## config.mk

```make
export PLATFORM = sky130hd
export DESIGN_NAME = cpu_pm_seq
export DESIGN_NICKNAME = d
export VERILOG_FILES = /design/src/rtl/cpu_pm_pkg.sv /design/src/rtl/cpu_pm_decode.sv /design/src/rtl/cpu_pm_wake.sv /design/src/rtl/cpu_pm_core.sv /design/src/rtl/cpu_pm_seq.sv
export SDC_FILE = /design/constraint.sdc
export NUM_CORES = 1
export LEC_CHECK = 0
export BUFFER_PORTS_ARGS = -buffer_cell sky130_fd_sc_hd__buf_2
export CELL_PAD_IN_SITES_DETAIL_PLACEMENT = 1
export CELL_PAD_IN_SITES_GLOBAL_PLACEMENT = 2
export CORE_MARGIN = 4
export CORE_UTILIZATION = 36
export CTS_BUF_LIST = sky130_fd_sc_hd__clkbuf_16
export CTS_CLUSTER_DIAMETER = 30
export CTS_CLUSTER_SIZE = 16
export DETAILED_ROUTE_END_ITERATION = 7
export PLACE_DENSITY = 0.88
export SLEW_MARGIN = 20
export SYNTH_ARGS = -nofsm -noshare
export SYNTH_HDL_FRONTEND = slang
export SYNTH_SLANG_ARGS = --single-unit
```

## constraint.sdc

```tcl
create_clock -name clk -period 7.6 [get_ports clk]
set_input_delay 1.9 -clock clk [delete_from_list [all_inputs] [get_ports clk]]
set_output_delay 1.9 -clock clk [all_outputs]
set_load 0.05 [all_outputs]
```

## src/rtl/cpu_pm_pkg.sv

```systemverilog
package cpu_pm_pkg;

    typedef enum logic [2:0] {
        ST_RUN,
        ST_WAIT_IDLE,
        ST_WAIT_SNOOP,
        ST_DOWN,
        ST_FREQ,
        ST_WAKE
    } pm_state_e;

    typedef enum logic [2:0] {
        RS_NONE,
        RS_CTRL,
        RS_PDCTL,
        RS_STAT,
        RS_EVENT,
        RS_BOOT
    } reg_sel_e;

    // offsets inside a core group (low address byte)
    localparam logic [7:0] OFS_CTRL  = 8'h04;
    localparam logic [7:0] OFS_PDCTL = 8'h08;
    localparam logic [7:0] OFS_STAT  = 8'h0C;
    localparam logic [7:0] OFS_EVENT = 8'h20;
    localparam logic [7:0] OFS_BOOT  = 8'h24;
    localparam int unsigned FAB_ADDR = 32'h004;

    // bit positions
    localparam int unsigned B_PD_REQ     = 16;
    localparam int unsigned B_FS_REQ     = 18;
    localparam int unsigned B_L2_REQ     = 20;
    localparam int unsigned B_NO_SKIP    = 0;
    localparam int unsigned B_IDLE_WAIT  = 16;
    localparam int unsigned B_SNOOP_WAIT = 17;
    localparam int unsigned B_WAKE_IRQ   = 20;
    localparam int unsigned B_WAKE_FIQ   = 21;
    localparam int unsigned B_WAKE_DBG   = 22;
    localparam int unsigned B_MASK_IRQ   = 24;
    localparam int unsigned B_MASK_FIQ   = 25;
    localparam int unsigned B_DONE       = 1;
    localparam int unsigned B_DONE_MASK  = 17;
    localparam int unsigned B_FAB_L2     = 20;

    typedef struct packed {
        pm_state_e   st;
        logic        pd_req;
        logic        fs_req;
        logic        l2_req;
        logic        no_skip;
        logic        idle_wait;
        logic        snoop_wait;
        logic [2:0]  wake_en;   // [0] irq, [1] fiq, [2] dbg
        logic        irq_mask;
        logic        fiq_mask;
        logic        done;
        logic        done_mask;
        logic [31:0] boot;
    } core_regs_t;

endpackage

```

## src/rtl/cpu_pm_decode.sv

```systemverilog
module cpu_pm_decode
    import cpu_pm_pkg::*;
#(
    parameter int NCORES = 2,
    parameter int ADDR_W = 12
) (
    input  logic [ADDR_W-1:0] addr,
    output logic [NCORES-1:0] core_hit,
    output reg_sel_e          sel,
    output logic              fab_hit
);

    localparam int BLK_W = ADDR_W - 8;

    logic [BLK_W-1:0] blk;

    always_comb begin
        blk = addr[ADDR_W-1:8];
        unique case (addr[7:0])
            OFS_CTRL:  sel = RS_CTRL;
            OFS_PDCTL: sel = RS_PDCTL;
            OFS_STAT:  sel = RS_STAT;
            OFS_EVENT: sel = RS_EVENT;
            OFS_BOOT:  sel = RS_BOOT;
            default:   sel = RS_NONE;
        endcase
        fab_hit = (addr == ADDR_W'(FAB_ADDR));
    end

    for (genvar c = 0; c < NCORES; c++) begin : g_hit
        assign core_hit[c] = (blk == BLK_W'(c + 1)) && (sel != RS_NONE);
    end

endmodule

```

## src/rtl/cpu_pm_wake.sv

```systemverilog
module cpu_pm_wake (
    input  logic       irq,
    input  logic       fiq,
    input  logic       dbg,
    input  logic [2:0] en,
    output logic       wake
);

    always_comb begin
        wake = |({dbg, fiq, irq} & en);
    end

endmodule

```

## src/rtl/cpu_pm_core.sv

```systemverilog
module cpu_pm_core
    import cpu_pm_pkg::*;
(
    input  logic        clk,
    input  logic        rst_n,
    input  logic        wr_en,
    input  reg_sel_e    sel,
    input  logic [31:0] wdata,
    output logic [31:0] rd_data,
    input  logic        fab_en,
    input  logic        wfi,
    input  logic        snoop_empty,
    input  logic        irq,
    input  logic        fiq,
    input  logic        dbg,
    input  logic        fs_done,
    output logic        pd_o,
    output logic        l2_o,
    output logic        fs_o,
    output logic        irq_mask_o,
    output logic        fiq_mask_o,
    output logic        done_irq_o,
    output logic [31:0] boot_o
);

    core_regs_t q, d;
    logic       wake;
    logic       armed;
    logic       snoop_gate;

    cpu_pm_wake u_wake (
        .irq  (irq),
        .fiq  (fiq),
        .dbg  (dbg),
        .en   (q.wake_en),
        .wake (wake)
    );

    always_comb begin
        d          = q;
        armed      = q.idle_wait && (q.pd_req || q.fs_req);
        snoop_gate = q.snoop_wait && q.no_skip;

        // software writes
        if (wr_en) begin
            unique case (sel)
                RS_CTRL: begin
                    d.pd_req = wdata[B_PD_REQ];
                    d.fs_req = wdata[B_FS_REQ];
                    d.l2_req = wdata[B_L2_REQ];
                end
                RS_PDCTL: d.no_skip = wdata[B_NO_SKIP];
                RS_STAT: begin
                    d.idle_wait  = wdata[B_IDLE_WAIT];
                    d.snoop_wait = wdata[B_SNOOP_WAIT];
                    d.wake_en    = {wdata[B_WAKE_DBG], wdata[B_WAKE_FIQ], wdata[B_WAKE_IRQ]};
                    d.irq_mask   = wdata[B_MASK_IRQ];
                    d.fiq_mask   = wdata[B_MASK_FIQ];
                end
                RS_EVENT: begin
                    d.done      = q.done & wdata[B_DONE];
                    d.done_mask = wdata[B_DONE_MASK];
                end
                RS_BOOT: d.boot = wdata;
                default: ;
            endcase
        end

        // sequencer; hardware updates take precedence over software
        unique case (q.st)
            ST_RUN: begin
                if (armed) d.st = ST_WAIT_IDLE;
            end
            ST_WAIT_IDLE: begin
                if (!armed) begin
                    d.st = ST_RUN;
                end else if (wfi) begin
                    if (q.pd_req) d.st = snoop_gate ? ST_WAIT_SNOOP : ST_DOWN;
                    else          d.st = ST_FREQ;
                end
            end
            ST_WAIT_SNOOP: begin
                if (snoop_empty) d.st = ST_DOWN;
            end
            ST_DOWN: begin
                if (wake) d.st = ST_WAKE;
            end
            ST_WAKE: begin
                d.pd_req = 1'b0;
                d.st     = ST_RUN;
            end
            ST_FREQ: begin
                if (fs_done) begin
                    d.done   = 1'b1;
                    d.fs_req = 1'b0;
                    d.st     = ST_RUN;
                end
            end
            default: d.st = ST_RUN;
        endcase
    end

    always_ff @(posedge clk or negedge rst_n) begin
        if (!rst_n) q <= '0;
        else        q <= d;
    end

    always_comb begin
        rd_data = '0;
        unique case (sel)
            RS_CTRL: begin
                rd_data[B_PD_REQ] = q.pd_req;
                rd_data[B_FS_REQ] = q.fs_req;
                rd_data[B_L2_REQ] = q.l2_req;
            end
            RS_PDCTL: rd_data[B_NO_SKIP] = q.no_skip;
            RS_STAT: begin
                rd_data[B_IDLE_WAIT]  = q.idle_wait;
                rd_data[B_SNOOP_WAIT] = q.snoop_wait;
                rd_data[B_WAKE_IRQ]   = q.wake_en[0];
                rd_data[B_WAKE_FIQ]   = q.wake_en[1];
                rd_data[B_WAKE_DBG]   = q.wake_en[2];
                rd_data[B_MASK_IRQ]   = q.irq_mask;
                rd_data[B_MASK_FIQ]   = q.fiq_mask;
            end
            RS_EVENT: begin
                rd_data[B_DONE]      = q.done;
                rd_data[B_DONE_MASK] = q.done_mask;
            end
            RS_BOOT: rd_data = q.boot;
            default: ;
        endcase
    end

    always_comb begin
        pd_o       = (q.st == ST_DOWN);
        l2_o       = pd_o && q.l2_req && fab_en;
        fs_o       = (q.st == ST_FREQ);
        irq_mask_o = q.irq_mask;
        fiq_mask_o = q.fiq_mask;
        done_irq_o = q.done && !q.done_mask;
        boot_o     = q.boot;
    end

endmodule

```

## src/rtl/cpu_pm_seq.sv

```systemverilog
module cpu_pm_seq
    import cpu_pm_pkg::*;
#(
    parameter int NCORES = 2,
    parameter int ADDR_W = 12
) (
    input  logic                 clk,
    input  logic                 rst_n,
    input  logic                 bus_sel,
    input  logic                 bus_wr,
    input  logic [ADDR_W-1:0]    bus_addr,
    input  logic [31:0]          bus_wdata,
    output logic [31:0]          bus_rdata,
    input  logic [NCORES-1:0]    core_wfi_i,
    input  logic [NCORES-1:0]    snoop_empty_i,
    input  logic [NCORES-1:0]    irq_i,
    input  logic [NCORES-1:0]    fiq_i,
    input  logic [NCORES-1:0]    dbg_i,
    input  logic [NCORES-1:0]    fs_done_i,
    output logic [NCORES-1:0]    core_pd_o,
    output logic [NCORES-1:0]    l2_pd_o,
    output logic [NCORES-1:0]    fs_req_o,
    output logic [NCORES-1:0]    irq_mask_o,
    output logic [NCORES-1:0]    fiq_mask_o,
    output logic [NCORES-1:0]    done_irq_o,
    output logic [NCORES*32-1:0] boot_addr_o
);

    logic [NCORES-1:0] core_hit;
    reg_sel_e          sel;
    logic              fab_hit;
    logic              fab_q, fab_d;
    logic [31:0]       core_rd [NCORES];

    cpu_pm_decode #(.NCORES(NCORES), .ADDR_W(ADDR_W)) u_dec (
        .addr     (bus_addr),
        .core_hit (core_hit),
        .sel      (sel),
        .fab_hit  (fab_hit)
    );

    always_comb begin
        fab_d = fab_q;
        if (bus_sel && bus_wr && fab_hit) fab_d = bus_wdata[B_FAB_L2];
    end

    always_ff @(posedge clk or negedge rst_n) begin
        if (!rst_n) fab_q <= 1'b0;
        else        fab_q <= fab_d;
    end

    for (genvar c = 0; c < NCORES; c++) begin : g_core
        cpu_pm_core u_core (
            .clk         (clk),
            .rst_n       (rst_n),
            .wr_en       (bus_sel && bus_wr && core_hit[c]),
            .sel         (sel),
            .wdata       (bus_wdata),
            .rd_data     (core_rd[c]),
            .fab_en      (fab_q),
            .wfi         (core_wfi_i[c]),
            .snoop_empty (snoop_empty_i[c]),
            .irq         (irq_i[c]),
            .fiq         (fiq_i[c]),
            .dbg         (dbg_i[c]),
            .fs_done     (fs_done_i[c]),
            .pd_o        (core_pd_o[c]),
            .l2_o        (l2_pd_o[c]),
            .fs_o        (fs_req_o[c]),
            .irq_mask_o  (irq_mask_o[c]),
            .fiq_mask_o  (fiq_mask_o[c]),
            .done_irq_o  (done_irq_o[c]),
            .boot_o      (boot_addr_o[c*32 +: 32])
        );
    end

    always_comb begin
        bus_rdata = '0;
        if (bus_sel && !bus_wr) begin
            if (fab_hit) bus_rdata[B_FAB_L2] = fab_q;
            for (int c = 0; c < NCORES; c++) begin
                if (core_hit[c]) bus_rdata = bus_rdata | core_rd[c];
            end
        end
    end

endmodule

```

# After elaboration in Yosys (flattened, before gate mapping)
# Cells that the tools add are included.
[word_totals]
latch_bits = 0
mem_bits_ro = 0
memories = 0
out_inout_bits = 108
mem_bits_rw = 0
in_bits = 60
reg_bits = 97
[classes]
n_addsub = 0
n_eq_ne = 33
order_cmp = 0
div_mod_pow = 0
mul = 0
muxes = 71
reduce_logical = 45
n_shift = 0
n_bitwise = 6
[ops]
columns = ["operator", "count"]
rows = [
  ["32-bit 2-to-1 mux", 6],
  ["45-bit 2-to-1 mux", 2],
  ["3-bit 2-to-1 mux", 16],
  ["3-bit one-hot mux with 5 select lines", 3],
  ["21-bit by 32-bit OR with 32-bit output", 1],
  ["32-bit OR", 1],
  ["14-bit 2-to-1 mux", 2],
  ["2-bit AND reduction", 12],
  ["1-bit 2-to-1 mux", 20],
  ["3-bit by 2-bit == test with 1-bit output, second input constant", 6],
  ["3-bit == test, second input constant", 6],
  ["1-bit one-hot mux with 3 select lines", 6],
  ["1-bit logical AND", 17],
  ["8-bit by 4-bit == test with 1-bit output, second input constant", 2],
  ["8-bit by 6-bit == test with 1-bit output, second input constant", 2],
  ["2-bit one-hot mux with 2 select lines", 4],
  ["7-bit 2-to-1 mux", 2],
  ["12-bit by 3-bit == test with 1-bit output, second input constant", 1],
  ["6-bit 2-to-1 mux", 2],
  ["2-bit inequality test, second input constant", 6],
  ["1-bit one-hot mux with 2 select lines", 6],
  ["5-bit AND reduction", 2],
  ["3-bit by 1-bit == test with 1-bit output, second input constant", 3],
  ["8-bit by 3-bit == test with 1-bit output, second input constant", 1],
  ["other kinds (13)", 26],
]

# Depth between registers and ports, before layout
[logic_depth]
ltp_word = 10
depth_mapped = 7

# Modules after synthesis
# Synthesis repeated with hierarchy kept, for this count alone.
[hier_totals]
hier_cells = 551
area_unflattened_um2 = 6197.2
[modules_own_cells]
columns = ["module", "n_inst", "cells_per_inst", "area_each_um2"]
rows = [
  ["cpu_pm_core", 2, 225, 2725.1],
  ["cpu_pm_seq", 1, 81, 604.3],
  ["cpu_pm_decode", 1, 16, 115.1],
  ["cpu_pm_wake", 2, 2, 13.8],
]

# Least setup slack after synthesis
# No wires, ideal clock.
[synth_timing]
kind = "input -> output"
from = "in bus_addr[9]"
to = "out bus_rdata[20]"
cell_stages = 6
arrival_ns = 3.799
slack_ns = 1.901
cell_sequence = "nor2b_1 -> clkbuf_1 -> nand2_1 -> a211oi_1 -> o21ai_0 -> a21boi_0"
[synth_via]
elab_chain_cells = 9
[synth_lines]
columns = ["item", "line", "rtl"]
rows = [
  ["start: declaration", "cpu_pm_seq.sv:11", "input logic [ADDR_W-1:0] bus_addr,"],
  ["12-bit by 3-bit == test with 1-bit output", "cpu_pm_decode.sv:27", "fab_hit = (addr == ADDR_W'(FAB_ADDR));"],
  ["1-bit 2-to-1 mux", "cpu_pm_seq.sv:80", "if (fab_hit) bus_rdata[B_FAB_L2] = fab_q;"],
  ["1-bit 2-to-1 mux", "cpu_pm_seq.sv:79", "if (bus_sel && !bus_wr) begin"],
  ["21-bit by 32-bit OR with 32-bit output", "cpu_pm_seq.sv:82", "if (core_hit[c]) bus_rdata = bus_rdata | core_rd[c];"],
  ["32-bit 2-to-1 mux", "cpu_pm_seq.sv:82", ""],
  ["32-bit 2-to-1 mux", "cpu_pm_seq.sv:79", ""],
  ["32-bit OR", "cpu_pm_seq.sv:82", ""],
  ["32-bit 2-to-1 mux (*)", "cpu_pm_seq.sv:82", ""],
  ["32-bit 2-to-1 mux (*)", "cpu_pm_seq.sv:79", ""],
  ["end: declaration", "cpu_pm_seq.sv:13", "output logic [31:0] bus_rdata,"],
]
# Every way passes the cells marked *; elsewhere a longest branch is shown, timed or not. The select of a mux whose other input is x is not followed.

# Worst setup path in the final report
[layout_timing]
from = "in bus_addr[5]"
to = "out bus_rdata[31]"
[layout_via]
elab_chain_cells = 10
[layout_lines]
columns = ["item", "line", "rtl"]
rows = [
  ["8-bit by 6-bit == test with 1-bit output, or another cell as far along", "cpu_pm_decode.sv:19", "unique case (addr[7:0])"],
  ["3-bit one-hot mux with 5 select lines (*)", "cpu_pm_decode.sv:19", ""],
  ["3-bit == test", "cpu_pm_core.sv:110", "unique case (sel)"],
  ["6-bit 2-to-1 mux", "cpu_pm_core.sv:110", ""],
  ["21-bit by 32-bit OR with 32-bit output", "cpu_pm_seq.sv:82", ""],
  ["32-bit 2-to-1 mux", "cpu_pm_seq.sv:82", ""],
  ["32-bit 2-to-1 mux", "cpu_pm_seq.sv:79", ""],
  ["32-bit OR", "cpu_pm_seq.sv:82", ""],
  ["32-bit 2-to-1 mux (*)", "cpu_pm_seq.sv:82", ""],
  ["32-bit 2-to-1 mux (*)", "cpu_pm_seq.sv:79", ""],
]
# Marks and branches as above.

==> metrics.txt <==
status finished, final reports clean; Starting Density 0.369; crit start category input port; critical path arrival between 4 and 5 ns; leakage power around 3.4 nW; period utilisation layout 0.815; # DRC 0; largest net degree at the start of global routing 52; DP Wirelength between 10000 and 15000 µm; DIE WIDTH roughly 130 µm; Max Clock Freq about 0.16 GHz; Syn Area/Cell 11.6 µm²; vias in the first global route about 4400; peak supply drop ~0.097 mV; Placer Congestion about 0.9; TritonCTS buffer count 9; worst path required time about 5.7 ns; CP endpoint kind output pin; Rows 45; Setup Fix Bufs, Post-CTS 0; Synth Net Count around 550; FF+latch area 2430 µm²; Max Cap Viol 0; CP Cell Sequence buf_2 -> nor3b_2 -> nand2_1 -> nor2_2 -> a22oi_1 -> nor2_1 -> buf_2; # port buffers around 170; dpl cells roughly 770; final count of hold timing violations 0; worst relative slew slack 0.264; io pins roughly 170; Yosys cell types 45; Internal ~0.00079 W; CTS tree built; Hold WS 0.523 ns; initial antenna violation count 3; crit path time final 6.20 ns; Die H between 100 and 150 µm; Post-synth EDFFs 0; via/cell ratio around 5.2; max incr delay on CP just under 0.8 ns; worst-path fanout max 22; unrepaired setup endpoints after global routing no; Flop pwr share 0.498; Post-Place Cell Area 6070 µm²; maximum level of the CTS H-tree 3; Worst-Margin Slew between 1 and 1.5 ns; Clock power frac 0.437; #FFs+latches synth 97; Psw 0.000254 W; Setup-failing EPs final 0; via count 4084; post-cts sizing count 0; Hold Path Class reg -> reg; All-Layer GR Usage 0.185; Post-Syn Instances roughly 490; Wirelength per Cell 20.6 µm; Comb pwr share 0.065; DR pass1 iterations 5; most used cell, CP buf_2; total wire length 16300 µm; CTS clk-pin slew, worst paths 0.06 ns; Final #Nets between 600 and 700; Bufs on Longest Clock Path 2; clock sink count just under 100; clock latency on the worst-skew pair between 0.3 and 0.4 ns; wire length of the first global-routing pass ~26000 µm; area occupied by multi-input gates around 2500 µm²; # fillers 1731; # hold bufs at CTS 0; die area between 15000 and 20000 µm²; clk root buf clkbuf_16; Warnings, synthesis 0; Layout area overhead 12.6%; clock skew just under 0.006 ns; grt ovf 0; total negative setup slack 0 ns; Setup CP Type in -> out; final non-filler cell total 790; Seq/Total Area, Yosys 0.430; final instance area around 6400 µm²; area of the core ~15000 µm²; fin. max-slew vios 0; Pwr Density approximately 160 nW/µm²; Post-Syn Area 5650 µm²; switching share of power 0.243; post-route ant nets 0; layout cell share with drive strength beyond 1 0.480; Post-synth ARST share 1.00; ys flop type dfrtp_1; drt initial violations 184; CP max-delay cell nor2_2
## worst max-delay path, delay by kind of cell
family          cells  cell delay [ns]
simple gates        4             1.59
compound gates      1             0.22
buf+inv             2             0.57
## metal layers
layer	GRT usage	routed length (µm)	vias to the layer above	part of all wire
met2	0.311	7880	154	0.48
met1	0.237	7080	2059	0.44
met3	0.0540	1170	12	0.072
li1	-	-	1857	-
met4	0.0383	124	2	0.0076
met5	0	13	-	0.00080
## registers in the layout (all words and copies together), names as in the netlist
name / flops
fab_q: 1
g_core.u_core.boot_o: 64
g_core.u_core.fiq_mask_o: 2
g_core.u_core.irq_mask_o: 2
g_core.u_core.q: 28
## metrics by stage
step,total power [W],utilization,setup WS (ns)
2_1_floorplan,0.000558,-,1.90
3_3_place_gp,0.000596,0.396,1.48
3_5_place_dp,0.000598,0.396,1.41
4_1_cts,0.00106,0.415,1.41
5_1_grt,0.00108,0.415,1.17
6_report,0.00104,0.415,1.40
## cell usage after synthesis, drive strengths merged, types with 3 or more instances
cell / number / area share
nand4: 7 / 0.013
a31oi: 3 / 0.0033
nor2: 34 / 0.023
nand3: 4 / 0.0035
nor3: 8 / 0.011
a211oi: 5 / 0.0066
a32oi: 3 / 0.0047
o21ai: 4 / 0.0035
a21oi: 9 / 0.0080
o22ai: 6 / 0.0066
a22oi: 36 / 0.048
nor4: 4 / 0.0071
clkbuf: 7 / 0.0047
nand2: 27 / 0.019
nand2b: 4 / 0.0044
buf: 91 / 0.12
mux2: 85 / 0.21
dfrtp: 97 / 0.43
and3: 8 / 0.0089
and2: 5 / 0.0055
mux2i: 6 / 0.011
a22o: 6 / 0.0093
inv: 6 / 0.0040
nor2b: 9 / 0.010
## final timing paths
path	start	to	slack [ns]	cells after the start
setup / recovery	bus_addr[5]	bus_rdata[31]	1.40	7
hold / removal	g_core[0].u_core.q[45]	g_core[0].u_core.q[44]	0.52	1
setup reg to reg	g_core[0].u_core.q[44]	g_core[0].u_core.q[45]	6.33	4
hold reg to reg	g_core[0].u_core.q[45]	g_core[0].u_core.q[44]	0.52	1
max in group asynchronous	rst_n	g_core[0].u_core.boot_o[30]	4.91	2
min in group asynchronous	rst_n	g_core[0].u_core.boot_o[29]	1.54	1
## cells in the final DEF (no fill, tap or decap), types with 3 or more instances in the layout
cell type | synthesis | routed
a211oi_1 | 5 | 5
inv_1 | 6 | 8
nand4_1 | 5 | 5
buf_4 | 76 | 4
a32oi_1 | 3 | 3
nor4_1 | 3 | 3
nor2_1 | 34 | 32
and3_1 | 8 | 8
mux2_4 | 60 | 60
mux2_2 | 23 | 23
mux2i_1 | 6 | 6
nand2b_1 | 4 | 4
nor3_1 | 6 | 6
a31oi_1 | 3 | 3
o22ai_1 | 6 | 6
a22oi_1 | 36 | 36
clkbuf_16 | 0 | 9
nand2_1 | 26 | 26
nand3_1 | 4 | 4
clkinvlp_4 | 0 | 3
dfrtp_1 | 97 | 97
o21ai_0 | 4 | 4
a22o_1 | 6 | 6
nor2b_1 | 9 | 9
and2_1 | 5 | 5
buf_2 | 7 | 166
a21oi_1 | 9 | 9
## power by group through the flow
stage	logic (W)	registers [W]	clock network (W)
final	0.0000677	0.000520	0.000456
after global routing	0.0000749	0.000520	0.000490
after CTS	0.0000689	0.000520	0.000467
after detailed placement	0.0000684	0.000530	0
after global placement	0.0000660	0.000530	0
after floorplan	0.0000286	0.000529	0
## cells by family after synthesis
family,share of synthesized area
buffers and inverters,0.130
DFF,0.430
AOI/OAI and AO/OA,0.103
muxes,0.220
and+or+nand+nor,0.117
## cell type report
class	instances	area share
multi-input combinational	288	0.392
sequential	97	0.382
timing repair buffer	170	0.135
tap	211	0.0415
clock buffer	9	0.0354
clock inverter	7	0.0100
inverter	6	0.00354
antenna	2	0.000787
Note: power is estimated with default switching activity, not from simulation.
